==> config.mk <==
export PLATFORM = sky130hd
export DESIGN_NAME = blacklevel_restorer
export DESIGN_NICKNAME = d
export VERILOG_FILES = /design/src/rtl/brl_pkg.sv /design/src/rtl/brl_pos_tracker.sv /design/src/rtl/brl_black_est.sv /design/src/rtl/brl_pix_out.sv /design/src/rtl/blacklevel_restorer.sv
export SDC_FILE = /design/constraint.sdc
export NUM_CORES = 1
export LEC_CHECK = 0
export BUFFER_PORTS_ARGS = -buffer_cell sky130_fd_sc_hd__buf_2
export CORE_MARGIN = 4
export CORE_UTILIZATION = 47
export CTS_CLUSTER_SIZE = 24
export DETAILED_ROUTE_END_ITERATION = 7
export HOLD_SLACK_MARGIN = 0.08
export PLACE_DENSITY = 0.63
export SYNTH_ARGS = -nofsm -noshare
export SYNTH_HDL_FRONTEND = slang
export SYNTH_SLANG_ARGS = --single-unit
==> constraint.sdc <==
create_clock -name clk -period 13.4 [get_ports clk]
set_input_delay 0.67 -clock clk [delete_from_list [all_inputs] [get_ports clk]]
set_output_delay 0.67 -clock clk [all_outputs]
set_load 0.01 [all_outputs]
==> src/rtl/brl_pkg.sv <==
// Package: shared constants and helpers for the black level restorer.
// Assumes: reciprocal precision of 16 fractional bits suffices for N_DARK <= 256.
package brl_pkg;
    localparam int RECIP_FRAC = 16;

    // Rounded fixed-point reciprocal of n with RECIP_FRAC fraction bits.
    function automatic int recip(input int n);
        return ((1 << RECIP_FRAC) + n / 2) / n;
    endfunction
endpackage

==> src/rtl/brl_pos_tracker.sv <==
// Module: tracks the sample position inside a line and the line index inside a frame,
// and checks line length at every line start.
// Assumes: i_sof is only meaningful together with i_sol; position and line saturate.
module brl_pos_tracker #(
    parameter int LINE_LEN = 684,
    parameter int CW       = 11,
    parameter int LW       = 10
) (
    input  logic          clk,
    input  logic          rst_n,
    input  logic          i_valid,
    input  logic          i_sol,
    input  logic          i_sof,
    output logic          o_live,
    output logic [CW-1:0] o_pos,
    output logic [LW-1:0] o_line,
    output logic          o_len_err
);
    localparam logic [CW-1:0] CMAX = '1;
    localparam logic [LW-1:0] LMAX = '1;

    logic [CW-1:0] cnt_q;
    logic [LW-1:0] line_q;
    logic          seen_q;
    logic          start;

    // Position and line index of the sample presented this cycle.
    always_comb begin
        start  = i_valid && i_sol;
        o_live = seen_q || start;
        o_pos  = start ? '0 : cnt_q;
        if (start && i_sof)
            o_line = '0;
        else if (start)
            o_line = (line_q == LMAX) ? LMAX : line_q + LW'(1);
        else
            o_line = line_q;
    end

    // Advance counters on accepted samples and flag bad line lengths.
    always_ff @(posedge clk) begin
        if (!rst_n) begin
            cnt_q     <= CMAX;
            line_q    <= LMAX;
            seen_q    <= 1'b0;
            o_len_err <= 1'b0;
        end else begin
            o_len_err <= start && seen_q && (cnt_q != CW'(LINE_LEN));
            if (i_valid && o_live) begin
                cnt_q  <= (o_pos == CMAX) ? CMAX : o_pos + CW'(1);
                line_q <= o_line;
            end
            if (start)
                seen_q <= 1'b1;
        end
    end

    p_err_needs_sol_r9: assert property (@(posedge clk) disable iff (!rst_n)
        o_len_err |-> $past(i_valid && i_sol));
endmodule

==> src/rtl/brl_black_est.sv <==
// Module: sums the shielded samples of a line, forms their mean by reciprocal multiply,
// and folds it into a recursively filtered black estimate.
// Assumes: i_first and i_last are only high together with i_dark.
module brl_black_est #(
    parameter int DATA_W = 12,
    parameter int N_DARK = 22,
    parameter int SH_W   = 3,
    parameter int SUM_W  = 17
) (
    input  logic              clk,
    input  logic              rst_n,
    input  logic              i_dark,
    input  logic              i_first,
    input  logic              i_last,
    input  logic [DATA_W-1:0] i_data,
    input  logic [SH_W-1:0]   i_shift,
    output logic [DATA_W-1:0] o_black
);
    import brl_pkg::*;
    localparam int RECIP  = recip(N_DARK);
    localparam int PROD_W = SUM_W + RECIP_FRAC + 1;
    localparam int MAXV   = (1 << DATA_W) - 1;

    logic [SUM_W-1:0]         sum_q, sum_next;
    logic [PROD_W-1:0]        prod, mean_w;
    logic [DATA_W-1:0]        mean;
    logic signed [DATA_W+1:0] diff, step, nxt;

    // Running sum, line mean and filtered estimate for this sample.
    always_comb begin
        sum_next = i_first ? SUM_W'(i_data) : sum_q + SUM_W'(i_data);
        prod     = PROD_W'(sum_next) * PROD_W'(RECIP);
        mean_w   = prod >> RECIP_FRAC;
        mean     = (mean_w > PROD_W'(MAXV)) ? DATA_W'(MAXV) : mean_w[DATA_W-1:0];
        diff     = $signed({2'b00, mean}) - $signed({2'b00, o_black});
        step     = diff >>> i_shift;
        nxt      = $signed({2'b00, o_black}) + step;
    end

    // Accumulate shielded samples; update the estimate at the last one.
    always_ff @(posedge clk) begin
        if (!rst_n) begin
            sum_q   <= '0;
            o_black <= '0;
        end else if (i_dark) begin
            sum_q <= sum_next;
            if (i_last)
                o_black <= nxt[DATA_W-1:0];
        end
    end

    p_est_fits_r5: assert property (@(posedge clk) disable iff (!rst_n)
        (i_dark && i_last) |-> (nxt[DATA_W+1:DATA_W] == 2'b00));

    p_est_between_r5: assert property (@(posedge clk) disable iff (!rst_n)
        (i_dark && i_last) |=>
            (o_black <= (($past(o_black) > $past(mean)) ? $past(o_black) : $past(mean))) &&
            (o_black >= (($past(o_black) < $past(mean)) ? $past(o_black) : $past(mean))));
endmodule

==> src/rtl/brl_pix_out.sv <==
// Module: subtracts the black estimate from image pixels with a floor at zero and
// registers the output strobe and markers.
// Assumes: i_black is already updated for the current line.
module brl_pix_out #(
    parameter int DATA_W = 12
) (
    input  logic              clk,
    input  logic              rst_n,
    input  logic              i_act,
    input  logic              i_first,
    input  logic              i_frame0,
    input  logic              i_dl,
    input  logic [DATA_W-1:0] i_data,
    input  logic [DATA_W-1:0] i_black,
    output logic              o_valid,
    output logic [DATA_W-1:0] o_data,
    output logic              o_sol,
    output logic              o_sof,
    output logic              o_dark_line
);
    logic [DATA_W:0] diff;

    // Widened difference; top bit set means the pixel is below black.
    always_comb diff = {1'b0, i_data} - {1'b0, i_black};

    // Register corrected pixel and markers for image pixels only.
    always_ff @(posedge clk) begin
        if (!rst_n) begin
            o_valid     <= 1'b0;
            o_data      <= '0;
            o_sol       <= 1'b0;
            o_sof       <= 1'b0;
            o_dark_line <= 1'b0;
        end else begin
            o_valid     <= i_act;
            o_data      <= !i_act ? '0 : (diff[DATA_W] ? '0 : diff[DATA_W-1:0]);
            o_sol       <= i_act && i_first;
            o_sof       <= i_act && i_first && i_frame0;
            o_dark_line <= i_act && i_dl;
        end
    end

    p_clamp_r6: assert property (@(posedge clk) disable iff (!rst_n)
        o_valid |-> (o_data <= $past(i_data)));

    p_sof_with_sol_r7: assert property (@(posedge clk) disable iff (!rst_n)
        o_sof |-> (o_sol && o_valid));
endmodule

==> src/rtl/blacklevel_restorer.sv <==
// Module: top of the black level restorer. Decodes sample positions into padding,
// shielded and image ranges, and ties tracker, estimator and output stage together.
// Assumes: samples arrive padding first, then shielded, then image, after each line start.
module blacklevel_restorer #(
    parameter int DATA_W       = 12,
    parameter int N_DUMMY      = 4,
    parameter int N_DARK       = 22,
    parameter int N_ACTIVE     = 658,
    parameter int N_LINES      = 500,
    parameter int N_DARK_LINES = 4,
    parameter int SH_W         = 3
) (
    input  logic              clk,
    input  logic              rst_n,
    input  logic              i_valid,
    input  logic              i_sol,
    input  logic              i_sof,
    input  logic [DATA_W-1:0] i_data,
    input  logic [SH_W-1:0]   i_shift,
    output logic              o_valid,
    output logic [DATA_W-1:0] o_data,
    output logic              o_sol,
    output logic              o_sof,
    output logic              o_dark_line,
    output logic              o_len_err
);
    localparam int LINE_LEN = N_DUMMY + N_DARK + N_ACTIVE;
    localparam int CW       = $clog2(LINE_LEN + 1) + 1;
    localparam int LW       = $clog2(N_LINES) + 1;
    localparam int SUM_W    = DATA_W + $clog2(N_DARK + 1);
    localparam int DARK_LO  = N_DUMMY;
    localparam int DARK_HI  = N_DUMMY + N_DARK - 1;
    localparam int ACT_LO   = N_DUMMY + N_DARK;

    logic              live;
    logic [CW-1:0]     pos;
    logic [LW-1:0]     line;
    logic              samp, is_dark, is_act;
    logic [DATA_W-1:0] black;

    brl_pos_tracker #(.LINE_LEN(LINE_LEN), .CW(CW), .LW(LW)) u_trk (
        .clk(clk), .rst_n(rst_n), .i_valid(i_valid), .i_sol(i_sol), .i_sof(i_sof),
        .o_live(live), .o_pos(pos), .o_line(line), .o_len_err(o_len_err)
    );

    // Classify the current sample by its position in the line.
    always_comb begin
        samp    = i_valid && live;
        is_dark = samp && (pos >= CW'(DARK_LO)) && (pos <= CW'(DARK_HI));
        is_act  = samp && (pos >= CW'(ACT_LO)) && (pos < CW'(LINE_LEN));
    end

    brl_black_est #(.DATA_W(DATA_W), .N_DARK(N_DARK), .SH_W(SH_W), .SUM_W(SUM_W)) u_est (
        .clk(clk), .rst_n(rst_n), .i_dark(is_dark),
        .i_first(pos == CW'(DARK_LO)), .i_last(pos == CW'(DARK_HI)),
        .i_data(i_data), .i_shift(i_shift), .o_black(black)
    );

    brl_pix_out #(.DATA_W(DATA_W)) u_out (
        .clk(clk), .rst_n(rst_n), .i_act(is_act), .i_first(pos == CW'(ACT_LO)),
        .i_frame0(line == '0), .i_dl(line < LW'(N_DARK_LINES)),
        .i_data(i_data), .i_black(black),
        .o_valid(o_valid), .o_data(o_data), .o_sol(o_sol), .o_sof(o_sof),
        .o_dark_line(o_dark_line)
    );

    p_out_needs_in_r3: assert property (@(posedge clk) disable iff (!rst_n)
        o_valid |-> $past(i_valid));
endmodule

After elaboration in Yosys (flattened, before gate mapping):

Cells that the tools add are included.

* shift operators: 1
* equality and inequality tests: 6
* $mul: 1
* order comparisons: 6
* reductions and logical operators: 16
* bitwise gates (word level): 2
* $add $sub $neg: 6
* muxes and demuxes: 7

Operator list (count)
* 10-bit two-way mux: 3
* 17-bit by 12-bit multiplier with 29-bit output (second input constant): 1
* 12-bit by 12-bit subtractor with 13-bit output: 2
* 11-bit by 5-bit == test with 1-bit output (second input constant): 2
* 11-bit two-way mux: 2
* 17-bit by 12-bit adder with 17-bit output: 1
* 17-bit two-way mux: 1
* 14-bit by 3-bit >>> shifter with 12-bit output: 1
* 13-bit by 12-bit > comparator with 1-bit output (second input constant): 1
* 12-bit adder: 1
* 1-bit logical AND: 12
* 12-bit two-way mux: 1
* 11-bit by 1-bit adder with 11-bit output (second input constant): 1
* 11-bit == test (second input constant): 1
* 11-bit by 3-bit == test with 1-bit output (second input constant): 1
* 11-bit by 3-bit greater-or-equal comparator with 1-bit output (second input constant): 1
* 11-bit by 5-bit greater-or-equal comparator with 1-bit output (second input constant): 1
* 11-bit by 5-bit <= comparator with 1-bit output (second input constant): 1
* 11-bit by 10-bit less-than comparator with 1-bit output (second input constant): 1
* 11-bit by 10-bit inequality test with 1-bit output (second input constant): 1
* 10-bit by 1-bit adder with 10-bit output (second input constant): 1
* 10-bit == test (second input constant): 1
* 10-bit logical NOT: 1
* 10-bit by 3-bit less-than comparator with 1-bit output (second input constant): 1
* 4 further kinds: 5

* logic and storage cells: 56
* bits in registers: 68
* input port bits: 20
* output and inout port bits: 17

Depth between registers and ports, before layout:

Gate-level depths: netlist (run 1).

* depth in word-level cells: 10
* depth in mapped cells: 48
* depth with buffers taken out: 48

Modules after synthesis:

Synthesis (run 1) repeated with hierarchy kept, for this count alone.

* cell total of the unflattened synthesis: 1124
* area, all modules: 9401.5 sq um

Modules (own cells, without submodules)
* brl_black_est: times used 1, cells each 820, area each 6826.5 sq um, sequential area each 580.6 sq um
* brl_pos_tracker: times used 1, cells each 163, area each 1361.3 sq um, sequential area each 460.4 sq um
* brl_pix_out: times used 1, cells each 117, area each 1052.3 sq um, sequential area each 320.3 sq um
* blacklevel_restorer: times used 1, cells each 24, area each 161.4 sq um, sequential area each 0.0 sq um

Worst setup path before layout (run 1):

No wires, ideal clock.

* path type: in2reg
* start: input i_data[0]
* end: register u_est.o_black[11]
* buffers on the path: 1
* data required time: 13.330 ns
* library setup time: 0.070 ns
* stages: 45
* slack: 2.246 ns
* arrival: 11.084 ns
* cells stage by stage: ha_1 fa_1 a21oi_1 o2111ai_1 a41oi_1 o21bai_1 a21oi_1 nor3_1 xnor2_1 nor2_1 ha_1 inv_1 fa_1 inv_1 fa_1 inv_1 fa_1 inv_1 [... 9 more ...] nand2_1 ha_1 nor2b_1 o31a_1 o31a_1 or4_1 a31o_1 xor2_1 mux4_2 mux2_2 ha_1 or2_2 a21oi_1 o31ai_1 o41a_1 a2111oi_0 o21ai_0 a21oi_1

* word-level cells in the longest chain between the ends: 8

RTL lines
* from (decl): RTL line blacklevel_restorer.sv:18 `input logic [DATA_W-1:0] i_data,`
* 17-bit by 12-bit adder with 17-bit output *: RTL line brl_black_est.sv:31 `sum_next = i_first ? SUM_W'(i_data) : sum_q + SUM_W'(i_data);`
* 17-bit two-way mux *: RTL line brl_black_est.sv:31
* net u_est.sum_next[16]: RTL line brl_black_est.sv:24 `logic [SUM_W-1:0] sum_q, sum_next;`
* 17-bit by 12-bit multiplier with 29-bit output *: RTL line brl_black_est.sv:32 `prod = PROD_W'(sum_next) * PROD_W'(RECIP);`
* 13-bit by 12-bit > comparator with 1-bit output: RTL line brl_black_est.sv:34 `mean = (mean_w > PROD_W'(MAXV)) ? DATA_W'(MAXV) : mean_w[DATA_W-1:0];`
* 12-bit two-way mux *: RTL line brl_black_est.sv:34
* 12-bit by 12-bit subtractor with 13-bit output *: RTL line brl_black_est.sv:35 `diff = $signed({2'b00, mean}) - $signed({2'b00, o_black});`
* 14-bit by 3-bit >>> shifter with 12-bit output *: RTL line brl_black_est.sv:36 `step = diff >>> i_shift;`
* 12-bit adder *: RTL line brl_black_est.sv:37 `nxt = $signed({2'b00, o_black}) + step;`
* to (signal assigned): RTL line brl_black_est.sv:48 `o_black <= nxt[DATA_W-1:0];`
* to (decl): RTL line brl_black_est.sv:17 `output logic [DATA_W-1:0] o_black`

The timed path passes the listed nets; every way through them passes the cells marked *.
A chain may end at the register's enable or synchronous reset.

Final worst setup path (run 1):

Ends and elaborated chain as after synthesis.

==> results of run 1 <==
cell type report:
| class | count | share of cell area |
|---|---|---|
| Inverter | 155 | 0.0589 |
| Clock buffer | 9 | 0.0228 |
| Tap cell | 260 | 0.0329 |
| Clock inverter | 7 | 0.00760 |
| Timing Repair Buffer | 39 | 0.0205 |
| Multi-Input combinational cell | 853 | 0.720 |
| Sequential cell | 68 | 0.138 |
worst max-delay path: cells and delay by family:
| family | cells | cell delay, ps |
|---|---|---|
| buf+inv | 3 | 330 |
| compound gates | 19 | 4770 |
| fa+ha+maj | 10 | 3570 |
| simple gates | 6 | 1670 |
| mux | 2 | 750 |
| xor+xnor | 3 | 720 |
final timing paths:
path                                       start           endpoint  slack, ps  depth (start not counted)
worst max-delay path                   i_data[0]  u_est.o_black[11]       1190                         43
worst min-delay path            u_est.o_black[9]   u_est.o_black[9]        480                          2
worst max register to register    u_trk.cnt_q[8]  u_est.o_black[11]       1260                         38
worst min register to register  u_est.o_black[9]   u_est.o_black[9]        480                          2
registers in the layout (all words and copies together) (netlist names), 10 cells and up:
signal	count
u_out.o_data	12
u_trk.cnt_q	11
u_est.sum_q	17
u_trk.line_q	10
u_est.o_black	12
cells in the mapped netlist (8+ instances only):
cell and instances:
sky130_fd_sc_hd__a211oi_1 12, sky130_fd_sc_hd__mux2i_1 14, sky130_fd_sc_hd__xor2_1 24, sky130_fd_sc_hd__ha_1 143, sky130_fd_sc_hd__nand3_1 25, sky130_fd_sc_hd__nand2_1 82, sky130_fd_sc_hd__dfxtp_1 68, sky130_fd_sc_hd__fa_1 68
sky130_fd_sc_hd__nor2_1 89, sky130_fd_sc_hd__clkbuf_1 23, sky130_fd_sc_hd__o21bai_1 8, sky130_fd_sc_hd__xnor2_1 33, sky130_fd_sc_hd__a21o_1 22, sky130_fd_sc_hd__nand4_1 13, sky130_fd_sc_hd__nor3_1 34, sky130_fd_sc_hd__o31ai_1 9
sky130_fd_sc_hd__and3_1 14, sky130_fd_sc_hd__a21oi_1 59, sky130_fd_sc_hd__o21ai_0 59, sky130_fd_sc_hd__a21boi_0 8, sky130_fd_sc_hd__o21a_1 15, sky130_fd_sc_hd__inv_1 153
cell families (layout without fill, tap and decap cells):
family,Yosys count,after routing,synth area share
buffers and inverters,186,210,0.0772
xor gates and xnor gates,57,57,0.0545
and+or+nand+nor,318,318,0.169
muxes,25,25,0.0364
adders and majority gates,211,211,0.344
AOI/OAI and AO/OA,242,242,0.171
DFF,68,68,0.148
power groups by stage:
stage	Sequential, mW	Combinational (mW)	Clock, mW
after CTS	0.218	1.44	0.247
after global routing	0.220	1.63	0.255
after global placement	0.223	1.43	0
final	0.219	1.45	0.241
after detailed placement	0.223	1.43	0
after floorplan	0.219	1.13	0
metrics by stage:
step	worst slack, ps	utilization	cell area [um2]	power, mW
final	1190	0.521	9880	1.91
after global routing	152	0.521	9880	2.10
after CTS	945	0.521	9870	1.91
after detailed placement	707	0.505	9570	1.66
after global placement	876	0.505	9570	1.65
after floorplan	2250	-	9170	1.35
layer usage:
metal	part of all wire	vias up	GRT usage
met5	0	-	0
met4	0.015	0	0.0457
met3	0.030	22	0.0218
met2	0.46	126	0.344
met1	0.49	3611	0.292
li1	-	3880	-
==> impl_metrics.prom, run 1 <==
# TYPE chip_impl_metric gauge
chip_impl_metric{name="dr.pass1.iters",unit=""} 5
chip_impl_metric{name="clock_tree.htree_level_count",unit=""} 3
chip_impl_metric{name="intPower",unit="mW"} 0.985
chip_impl_metric{name="period_share",unit=""} 0.911
chip_impl_metric{name="detail_route.vias_per_cell",unit=""} 5.49
chip_impl_metric{name="synthToLayoutAreaGrowth",unit="%"} 7.79
chip_impl_metric{name="seqPwrFrac",unit=""} 0.115
chip_impl_metric{name="synth_cell_type_count",unit=""} 65
chip_impl_metric{name="groute.usage.overall",unit=""} 0.207
chip_impl_metric{name="synth.yosys.seq_area_share",unit=""} 0.148
chip_impl_metric{name="min_period",unit="ps"} 12210
chip_impl_metric{name="cts_inserted_buffers",unit=""} 9
chip_impl_metric{name="power.share.combinational",unit=""} 0.759
chip_impl_metric{name="grt.overflow.total",unit=""} 0
chip_impl_info{name="tritoncts",value="built"} 1
chip_impl_metric{name="postcts_setup_bufs",unit=""} 0
chip_impl_info{name="cpMostUsedCell",value="sky130_fd_sc_hd__ha_1"} 1
chip_impl_metric{name="dp_cells",unit=""} 1375
chip_impl_metric{name="fp.dieArea",unit="mm2"} 0.0218
chip_impl_metric{name="hold_buffers",unit=""} 0
chip_impl_metric{name="sequential_cell_area",unit="mm2"} 0.00136
chip_impl_info{name="run_status",value="finished, final reports clean"} 1
chip_impl_metric{name="insertion_delay",unit="ps"} 340
chip_impl_metric{name="height_of_the_chip",unit="um"} 148
chip_impl_metric{name="drc_errors",unit=""} 0
chip_impl_metric{name="synthArstFlopShare",unit=""} 0
chip_impl_metric{name="antenna_found_initial",unit=""} 0
chip_impl_metric{name="placeable_area",unit="mm2"} 0.0190
chip_impl_metric{name="finalHoldViolCount",unit=""} 0
chip_impl_info{name="most-common-layout-cells",value="153 x sky130_fd_sc_hd__inv_1, 143 x sky130_fd_sc_hd__ha_1, 89 x sky130_fd_sc_hd__nor2_1"} 1
chip_impl_metric{name="final_setup_violation_count",unit=""} 0
chip_impl_metric{name="required",unit="ps"} 13660
chip_impl_metric{name="num-fill-cells",unit=""} 1854
chip_impl_metric{name="worstPathMaxFanout",unit=""} 12
chip_impl_metric{name="max_stage_delay",unit="ps"} 490
chip_impl_metric{name="detail_route.iter0.violations",unit=""} 446
chip_impl_metric{name="route.final.wire_length",unit="mm"} 22.0
chip_impl_metric{name="io_pins",unit=""} 37
chip_impl_info{name="worst_setup_path_end_kind",value="flip-flop"} 1
chip_impl_metric{name="hold-worst-slack",unit="ps"} 483
chip_impl_info{name="synth.top_cells.by_area",value="sky130_fd_sc_hd__ha_1 20%, sky130_fd_sc_hd__dfxtp_1 15%, sky130_fd_sc_hd__fa_1 15%, sky130_fd_sc_hd__inv_1 6.3%, sky130_fd_sc_hd__nor2_1 3.6%"} 1
chip_impl_metric{name="setup-tns-final",unit="ps"} 0
chip_impl_metric{name="post_layout_nonfiller_instances",unit=""} 1391
chip_impl_metric{name="grt_pass1_vias",unit=""} 7440
chip_impl_metric{name="fmaxAchievable",unit="MHz"} 81.9
chip_impl_metric{name="numClockSinks",unit=""} 68
chip_impl_metric{name="clkTransAtPathRegs",unit="ps"} 60
chip_impl_metric{name="area_occupied_by_multi_input_gates",unit="mm2"} 0.00711
chip_impl_info{name="library_cell_contributing_the_largest_single_delay_on_the_critical_path",value="sky130_fd_sc_hd__fa_1"} 1
chip_impl_info{name="setup.worst_path.class",value="input pin to flip-flop"} 1
chip_impl_metric{name="worst_ep_arrival_time",unit="ps"} 12480
chip_impl_metric{name="fp-row-count",unit=""} 50
chip_impl_metric{name="p_clk_frac",unit=""} 0.126
chip_impl_metric{name="syn_avg_cell_area",unit="um2"} 8.28
chip_impl_metric{name="synth.yosys.warnings",unit=""} 0
chip_impl_metric{name="layout.nets",unit=""} 1357
chip_impl_metric{name="synth_nets",unit=""} 1338
chip_impl_metric{name="numPortBuffers",unit=""} 36
chip_impl_metric{name="power.static_leakage",unit="nW"} 4.72
chip_impl_info{name="layout.cells.most_common",value="sky130_fd_sc_hd__inv_1"} 1
chip_impl_metric{name="cts_max_path_buffers",unit=""} 2
chip_impl_metric{name="avgRoutedWirePerCell",unit="um"} 15.8
chip_impl_info{name="startpoint_type",value="input pin"} 1
chip_impl_metric{name="yosysTopAreaCellShare",unit=""} 0.195
chip_impl_metric{name="cts-resized-gates",unit=""} 0
chip_impl_info{name="synth_top_area_cell",value="sky130_fd_sc_hd__ha_1"} 1
chip_impl_metric{name="grt_start_max_net_pins",unit=""} 32
chip_impl_info{name="clock-root-buffer",value="sky130_fd_sc_hd__clkbuf_16"} 1
chip_impl_metric{name="synthCells",unit=""} 1107
chip_impl_metric{name="fin_worst_skew",unit="ps"} 8.89
chip_impl_metric{name="power.net_switching",unit="mW"} 0.923
chip_impl_metric{name="dpl.hpwl",unit="mm"} 18.3
chip_impl_metric{name="wire_length_of_the_first_global_routing_pass",unit="mm"} 37.0
chip_impl_metric{name="pwr_density_cell",unit="mW/mm2"} 193
chip_impl_metric{name="route.antenna.remaining_nets",unit=""} 0
chip_impl_metric{name="die_width",unit="um"} 148
chip_impl_metric{name="vdd_drop_max",unit="mV"} 0.147
chip_impl_metric{name="synth_enable_flop_cells",unit=""} 0
chip_impl_metric{name="worst_pin_slew",unit="ps"} 839
chip_impl_metric{name="initial_utilization",unit=""} 0.484
chip_impl_metric{name="count_of_inserted_antenna_diode_cells",unit=""} 0
chip_impl_metric{name="cap_violations",unit=""} 0
chip_impl_info{name="top_reg_cell_synth",value="sky130_fd_sc_hd__dfxtp_1"} 1
chip_impl_metric{name="mappedNetlistArea",unit="mm2"} 0.00917
chip_impl_info{name="rsz0062_at_grt",value="false"} 1
chip_impl_metric{name="maxSlewHeadroom",unit=""} 0.439
chip_impl_metric{name="swShare",unit=""} 0.484
chip_impl_info{name="hold_class",value="flip-flop to flip-flop"} 1
chip_impl_metric{name="timing.final.max_slew_violations",unit=""} 0
chip_impl_metric{name="gp_congestion",unit=""} 0.928
chip_impl_metric{name="postSynthRegisterBits",unit=""} 68
chip_impl_metric{name="drive_gt1_frac",unit=""} 0.0734
chip_impl_metric{name="route.vias.total",unit=""} 7639
Note: power is estimated with default switching activity, not from simulation.
==> run 2: changes to the inputs <==
CELL_PAD_IN_SITES_DETAIL_PLACEMENT = 0   (was unset)
CELL_PAD_IN_SITES_GLOBAL_PLACEMENT = 1   (was unset)
PLACE_DENSITY = 0.8   (was 0.63)
==> run 2 against run 1 <==
Effect of this change: critical path depth down 4; die area unchanged; global-route usage up 0.45 points; critical path type is now flip-flop to flip-flop; non-clock buffer count up 3; count of clock-buffer cells in the layout unchanged; via count up 0.21%; setup slack worse by 110 ps; clock power up 4%; combinational power about the same; largest cell class unchanged; clock skew up 2.3 ps.
==> impl_metrics.prom, run 2 (synthesis results as in run 1) <==
# TYPE chip_impl_metric gauge
chip_impl_info{name="run_status",value="finished, final reports clean"} 1
chip_impl_metric{name="fp-row-count",unit=""} 50
chip_impl_metric{name="worst_r2r_path_depth",unit=""} 39
chip_impl_metric{name="worst_pin_slew",unit="ps"} 851
chip_impl_metric{name="timing.final.max_slew_violations",unit=""} 0
chip_impl_info{name="rsz0062_at_grt",value="false"} 1
chip_impl_metric{name="fin_worst_skew",unit="ps"} 11.2
chip_impl_metric{name="fmaxAchievable",unit="MHz"} 81.1
chip_impl_metric{name="crit_buf_inv",unit=""} 2
chip_impl_metric{name="synthToLayoutAreaGrowth",unit="%"} 8.04
chip_impl_metric{name="avgRoutedWirePerCell",unit="um"} 16.2
chip_impl_metric{name="cts_max_path_buffers",unit=""} 2
chip_impl_info{name="library_cell_contributing_the_largest_single_delay_on_the_critical_path",value="sky130_fd_sc_hd__and4_1"} 1
chip_impl_metric{name="min_period",unit="ps"} 12320
chip_impl_metric{name="sequential_cell_area",unit="mm2"} 0.00136
chip_impl_metric{name="grt_start_max_net_pins",unit=""} 32
chip_impl_metric{name="drive_gt1_frac",unit=""} 0.0741
chip_impl_metric{name="route.antenna.remaining_nets",unit=""} 0
chip_impl_metric{name="layout.nets",unit=""} 1360
chip_impl_metric{name="antenna_found_initial",unit=""} 0
chip_impl_metric{name="fp.dieArea",unit="mm2"} 0.0218
chip_impl_metric{name="total_power",unit="mW"} 1.90
chip_impl_info{name="tritoncts",value="built"} 1
chip_impl_metric{name="period_share",unit=""} 0.920
chip_impl_metric{name="maxSlewHeadroom",unit=""} 0.426
chip_impl_metric{name="clock_tree.htree_level_count",unit=""} 3
chip_impl_metric{name="grt.overflow.total",unit=""} 0
chip_impl_metric{name="die_width",unit="um"} 148
chip_impl_metric{name="placeable_area",unit="mm2"} 0.0190
chip_impl_metric{name="hold_buffers",unit=""} 0
chip_impl_info{name="layout.cells.most_common",value="sky130_fd_sc_hd__inv_1"} 1
chip_impl_info{name="startpoint_type",value="flip-flop"} 1
chip_impl_metric{name="num-fill-cells",unit=""} 1869
chip_impl_info{name="critical-path-top-delay-family",value="adder cells"} 1
chip_impl_metric{name="count_of_inserted_antenna_diode_cells",unit=""} 0
chip_impl_metric{name="detail_route.vias_per_cell",unit=""} 5.49
chip_impl_metric{name="cts_inserted_buffers",unit=""} 9
chip_impl_metric{name="dpl.hpwl",unit="mm"} 18.6
chip_impl_metric{name="groute.usage.overall",unit=""} 0.212
chip_impl_metric{name="insertion_delay",unit="ps"} 340
chip_impl_metric{name="required",unit="ps"} 13670
chip_impl_metric{name="detail_route.iter0.violations",unit=""} 517
chip_impl_metric{name="setup-tns-final",unit="ps"} 0
chip_impl_metric{name="clkTransAtPathRegs",unit="ps"} 60
chip_impl_metric{name="numPortBuffers",unit=""} 36
chip_impl_metric{name="drc_errors",unit=""} 0
chip_impl_metric{name="area_occupied_by_multi_input_gates",unit="mm2"} 0.00710
chip_impl_metric{name="dp_cells",unit=""} 1378
chip_impl_metric{name="grt_pass1_vias",unit=""} 7402
chip_impl_metric{name="pwr_density_cell",unit="mW/mm2"} 192
chip_impl_metric{name="post_layout_nonfiller_instances",unit=""} 1394
chip_impl_metric{name="worstSetupPathDepth",unit=""} 39
chip_impl_metric{name="route.final.wire_length",unit="mm"} 22.6
chip_impl_metric{name="worstHoldPathCells",unit=""} 2
chip_impl_metric{name="max_stage_delay",unit="ps"} 680
chip_impl_metric{name="finalHoldViolCount",unit=""} 0
chip_impl_info{name="setup.worst_path.class",value="flip-flop to flip-flop"} 1
chip_impl_metric{name="initial_utilization",unit=""} 0.484
chip_impl_metric{name="gp_congestion",unit=""} 0.881
chip_impl_info{name="top_regs",value="u_est.sum_q x17, u_est.o_black x12, u_out.o_data x12"} 1
chip_impl_info{name="worst_setup_path_end_kind",value="flip-flop"} 1
chip_impl_metric{name="worst_ep_arrival_time",unit="ps"} 12590
chip_impl_metric{name="wire_length_of_the_first_global_routing_pass",unit="mm"} 37.5
chip_impl_metric{name="worstPathMaxFanout",unit=""} 18
chip_impl_metric{name="power.static_leakage",unit="nW"} 4.75
chip_impl_info{name="max_flop_register",value="u_est.sum_q"} 1
chip_impl_metric{name="height_of_the_chip",unit="um"} 148
chip_impl_info{name="most-common-layout-cells",value="153 x sky130_fd_sc_hd__inv_1, 143 x sky130_fd_sc_hd__ha_1, 89 x sky130_fd_sc_hd__nor2_1"} 1
chip_impl_metric{name="numClockSinks",unit=""} 68
chip_impl_metric{name="largest_register_ffs",unit=""} 17
chip_impl_metric{name="cap_violations",unit=""} 0
chip_impl_metric{name="route.vias.total",unit=""} 7655
chip_impl_metric{name="dr.pass1.iters",unit=""} 5
chip_impl_metric{name="postcts_setup_bufs",unit=""} 0
chip_impl_info{name="hold_class",value="flip-flop to flip-flop"} 1
chip_impl_metric{name="final_setup_violation_count",unit=""} 0
chip_impl_metric{name="vdd_drop_max",unit="mV"} 0.176
chip_impl_info{name="clock-root-buffer",value="sky130_fd_sc_hd__clkbuf_16"} 1
chip_impl_metric{name="io_pins",unit=""} 37
chip_impl_metric{name="cts-resized-gates",unit=""} 0
## run 2: worst min-delay path: cells and delay by family, from the launching register on
kind | cells | cell delay [ps]
AND/OR/NAND/NOR | 2 | 110
flip-flops | 1 | 330
## run 2: per-stage QoR
step	worst slack, ps	utilization	cell area (um2)	hold WS [ps]
after floorplan	2250	-	9170	449
after global placement	984	0.506	9600	466
after detailed placement	787	0.506	9600	473
after CTS	1120	0.523	9900	483
after global routing	332	0.523	9900	506
final	1080	0.523	9900	480
## run 2: area by class of cell
type,instances,area share
multi-input cells,853,0.717
clock buffers,9,0.0227
repair buffers,42,0.0227
well taps,260,0.0328
flip-flops and latches,68,0.137
clock inverters,7,0.00846
inverters,155,0.0587
## run 2: worst paths after layout
check / start / end / slack [ps]
hold / removal: u_trk.seen_q / u_trk.o_len_err / 480
setup reg to reg: u_trk.cnt_q[5] / u_est.o_black[11] / 1080
hold reg to reg: u_trk.seen_q / u_trk.o_len_err / 480
setup / recovery: u_trk.cnt_q[5] / u_est.o_black[11] / 1080
## run 2: per-layer routing
layer,share of wire,vias to the layer above,global-route usage
li1,-,3889,-
met1,0.49,3629,0.293
met2,0.47,117,0.357
met3,0.029,20,0.0294
met4,0.014,0,0.0373
met5,0,-,0
## run 2: where the power goes
| group | switching, mW | total [mW] | leakage (nW) | internal (mW) |
|---|---|---|---|---|
| registers | 0.0103 | 0.219 | 0.552 | 0.209 |
| logic | 0.798 | 1.43 | 4.05 | 0.632 |
| clock network | 0.104 | 0.251 | 0.149 | 0.147 |
| total | 0.912 | 1.90 | 4.75 | 0.988 |
==> run 3: changes to the inputs <==
REMOVE_ABC_BUFFERS = 1   (was unset)
==> run 3 against run 2 <==
Effect of this change: total power fell by 0.40%; non-clock buffer count rose by 1; combinational power barely moved; critical path depth did not move; die area stayed put; clock skew down 2.2 ps; count of clock-buffer cells in the layout did not move; largest power group unchanged; highest routed layer unchanged.
==> impl_metrics.prom, run 3 (synthesis results as in run 1) <==
# TYPE chip_impl_metric gauge
chip_impl_metric{name="cts-resized-gates",unit=""} 0
chip_impl_metric{name="final_area",unit="mm2"} 0.00991
chip_impl_info{name="setup.worst_path.class",value="flip-flop to flip-flop"} 1
chip_impl_metric{name="power.static_leakage",unit="nW"} 4.74
chip_impl_metric{name="insertion_delay",unit="ps"} 340
chip_impl_metric{name="worst_pin_slew",unit="ps"} 964
chip_impl_metric{name="cts_max_path_buffers",unit=""} 2
chip_impl_metric{name="placeable_area",unit="mm2"} 0.0190
chip_impl_metric{name="drive_gt1_frac",unit=""} 0.0749
chip_impl_metric{name="fp.dieArea",unit="mm2"} 0.0218
chip_impl_metric{name="min_period",unit="ps"} 12110
chip_impl_info{name="hold_class",value="flip-flop to flip-flop"} 1
chip_impl_metric{name="cap_violations",unit=""} 0
chip_impl_metric{name="numClockSinks",unit=""} 68
chip_impl_metric{name="grt_pass1_vias",unit=""} 7503
chip_impl_info{name="worst_setup_path_end_kind",value="flip-flop"} 1
chip_impl_metric{name="pwr_density_cell",unit="mW/mm2"} 191
chip_impl_metric{name="io_pins",unit=""} 37
chip_impl_metric{name="cts_inserted_buffers",unit=""} 9
chip_impl_metric{name="route.final.wire_length",unit="mm"} 22.3
chip_impl_info{name="rsz0062_at_grt",value="false"} 1
chip_impl_info{name="critical_path.startpoint",value="u_trk.cnt_q[8]"} 1
chip_impl_metric{name="finish.utilization",unit=""} 0.523
chip_impl_info{name="clock-root-buffer",value="sky130_fd_sc_hd__clkbuf_16"} 1
chip_impl_metric{name="max_stage_delay",unit="ps"} 710
chip_impl_metric{name="setup-tns-final",unit="ps"} 0
chip_impl_metric{name="height_of_the_chip",unit="um"} 148
chip_impl_info{name="rr_startpoint",value="u_trk.cnt_q[8]"} 1
chip_impl_metric{name="groute.usage.overall",unit=""} 0.207
chip_impl_metric{name="dr_wl_met2",unit="mm"} 10.3
chip_impl_metric{name="route.antenna.remaining_nets",unit=""} 0
chip_impl_info{name="most-common-layout-cells",value="153 x sky130_fd_sc_hd__inv_1, 143 x sky130_fd_sc_hd__ha_1, 89 x sky130_fd_sc_hd__nor2_1"} 1
chip_impl_metric{name="period_share",unit=""} 0.904
chip_impl_metric{name="fmaxAchievable",unit="MHz"} 82.5
chip_impl_info{name="run_status",value="finished, final reports clean"} 1
chip_impl_info{name="critical-path-top-delay-family",value="compound AO/OA/AOI/OAI gates"} 1
chip_impl_metric{name="post_layout_nonfiller_instances",unit=""} 1396
chip_impl_metric{name="timing.final.max_slew_violations",unit=""} 0
chip_impl_metric{name="synthToLayoutAreaGrowth",unit="%"} 8.05
chip_impl_info{name="layout.cells.most_common",value="sky130_fd_sc_hd__inv_1"} 1
chip_impl_metric{name="detail_route.iter0.violations",unit=""} 328
chip_impl_info{name="routed.top_layer",value="met4"} 1
chip_impl_metric{name="grt.overflow.total",unit=""} 0
chip_impl_info{name="top_regs",value="u_est.sum_q x17, u_est.o_black x12, u_out.o_data x12"} 1
chip_impl_metric{name="initial_utilization",unit=""} 0.484
chip_impl_info{name="max_flop_register",value="u_est.sum_q"} 1
chip_impl_metric{name="fp-row-count",unit=""} 50
chip_impl_metric{name="worst_ep_arrival_time",unit="ps"} 12370
chip_impl_info{name="tritoncts",value="built"} 1
chip_impl_info{name="library_cell_contributing_the_largest_single_delay_on_the_critical_path",value="sky130_fd_sc_hd__o21ai_0"} 1
chip_impl_metric{name="clkTransAtPathRegs",unit="ps"} 60
chip_impl_metric{name="detail_route.vias_per_cell",unit=""} 5.52
chip_impl_metric{name="required",unit="ps"} 13660
chip_impl_metric{name="maxSlewHeadroom",unit=""} 0.355
chip_impl_metric{name="route.met3.wl",unit="um"} 719
chip_impl_metric{name="numPortBuffers",unit=""} 36
chip_impl_info{name="startpoint_type",value="flip-flop"} 1
chip_impl_metric{name="dr.pass1.iters",unit=""} 5
chip_impl_metric{name="finalHoldViolCount",unit=""} 0
chip_impl_metric{name="fin_worst_skew",unit="ps"} 8.97
chip_impl_metric{name="hold_buffers",unit=""} 0
chip_impl_metric{name="largest_register_ffs",unit=""} 17
chip_impl_metric{name="antenna_found_initial",unit=""} 1
chip_impl_metric{name="final_setup_violation_count",unit=""} 0
chip_impl_metric{name="wire_length_of_the_first_global_routing_pass",unit="mm"} 37.2
chip_impl_metric{name="layout.nets",unit=""} 1361
chip_impl_metric{name="die_width",unit="um"} 148
chip_impl_metric{name="route.vias.total",unit=""} 7699
chip_impl_metric{name="dpl_cell_area",unit="mm2"} 0.00960
chip_impl_metric{name="postcts_setup_bufs",unit=""} 0
chip_impl_metric{name="drc_errors",unit=""} 0
chip_impl_metric{name="hold-worst-slack",unit="ps"} 483
chip_impl_metric{name="dp_cells",unit=""} 1379
chip_impl_metric{name="grt_start_max_net_pins",unit=""} 32
chip_impl_metric{name="clock_tree.htree_level_count",unit=""} 3
chip_impl_metric{name="vdd_drop_max",unit="mV"} 0.174
chip_impl_metric{name="wl_met1",unit="mm"} 10.8
chip_impl_metric{name="gp_congestion",unit=""} 0.874
chip_impl_info{name="hp-start",value="u_est.o_black[3]"} 1
chip_impl_metric{name="avgRoutedWirePerCell",unit="um"} 16.0
chip_impl_metric{name="worstPathMaxFanout",unit=""} 16
chip_impl_metric{name="crit_buf_inv",unit=""} 4
chip_impl_metric{name="dpl.hpwl",unit="mm"} 18.4
-- run 3: changes by cell type in the layout (fill, tap and decap cells not counted), sizes merged --
cell      change
buf           +1
diode         +1
inv           -2
clkinvlp      +2
-- run 3: final timing paths --
path,to,slack [ps],cells past startpoint
max,u_est.o_black[11],1290,39
min,u_est.o_black[3],480,2
max reg2reg,u_est.o_black[11],1290,39
min reg2reg,u_est.o_black[3],480,2
-- run 3: final cells by class --
type,count,area [um2]
Antenna cell,1,2.50
Inverter,155,582
Tap cell,260,325
Clock inverter,7,75.1
Fill cell,1834,9050
Sequential cell,68,1360
Multi-Input combinational cell,853,7100
Clock buffer,9,225
Timing Repair Buffer,43,233
-- run 3: layer usage --
layer  up-vias  global-route usage
li1       3885                   -
met1      3635               0.292
met2       146               0.340
met3        33              0.0193
met4         0              0.0596
met5         -                   0
-- run 3: metrics by stage --
| step | setup WS, ps | total power, mW |
|---|---|---|
| after floorplan | 1980 | 1.34 |
| after global placement | 1310 | 1.63 |
| after detailed placement | 1050 | 1.64 |
| after CTS | 1230 | 1.90 |
| after global routing | 264 | 2.10 |
| final | 1290 | 1.89 |
-- run 3: report_power, final --
group	internal, mW	total [mW]	switching (mW)
combinational	0.632	1.43	0.799
clock	0.145	0.242	0.0978
sequential	0.209	0.219	0.00996
total	0.985	1.89	0.907
-- run 3: tightest hold or removal path, cell delays in order, from the launching register on --
cell                      delay, ps
sky130_fd_sc_hd__dfxtp_1        330
sky130_fd_sc_hd__nand2_1         60
sky130_fd_sc_hd__a21oi_1         50
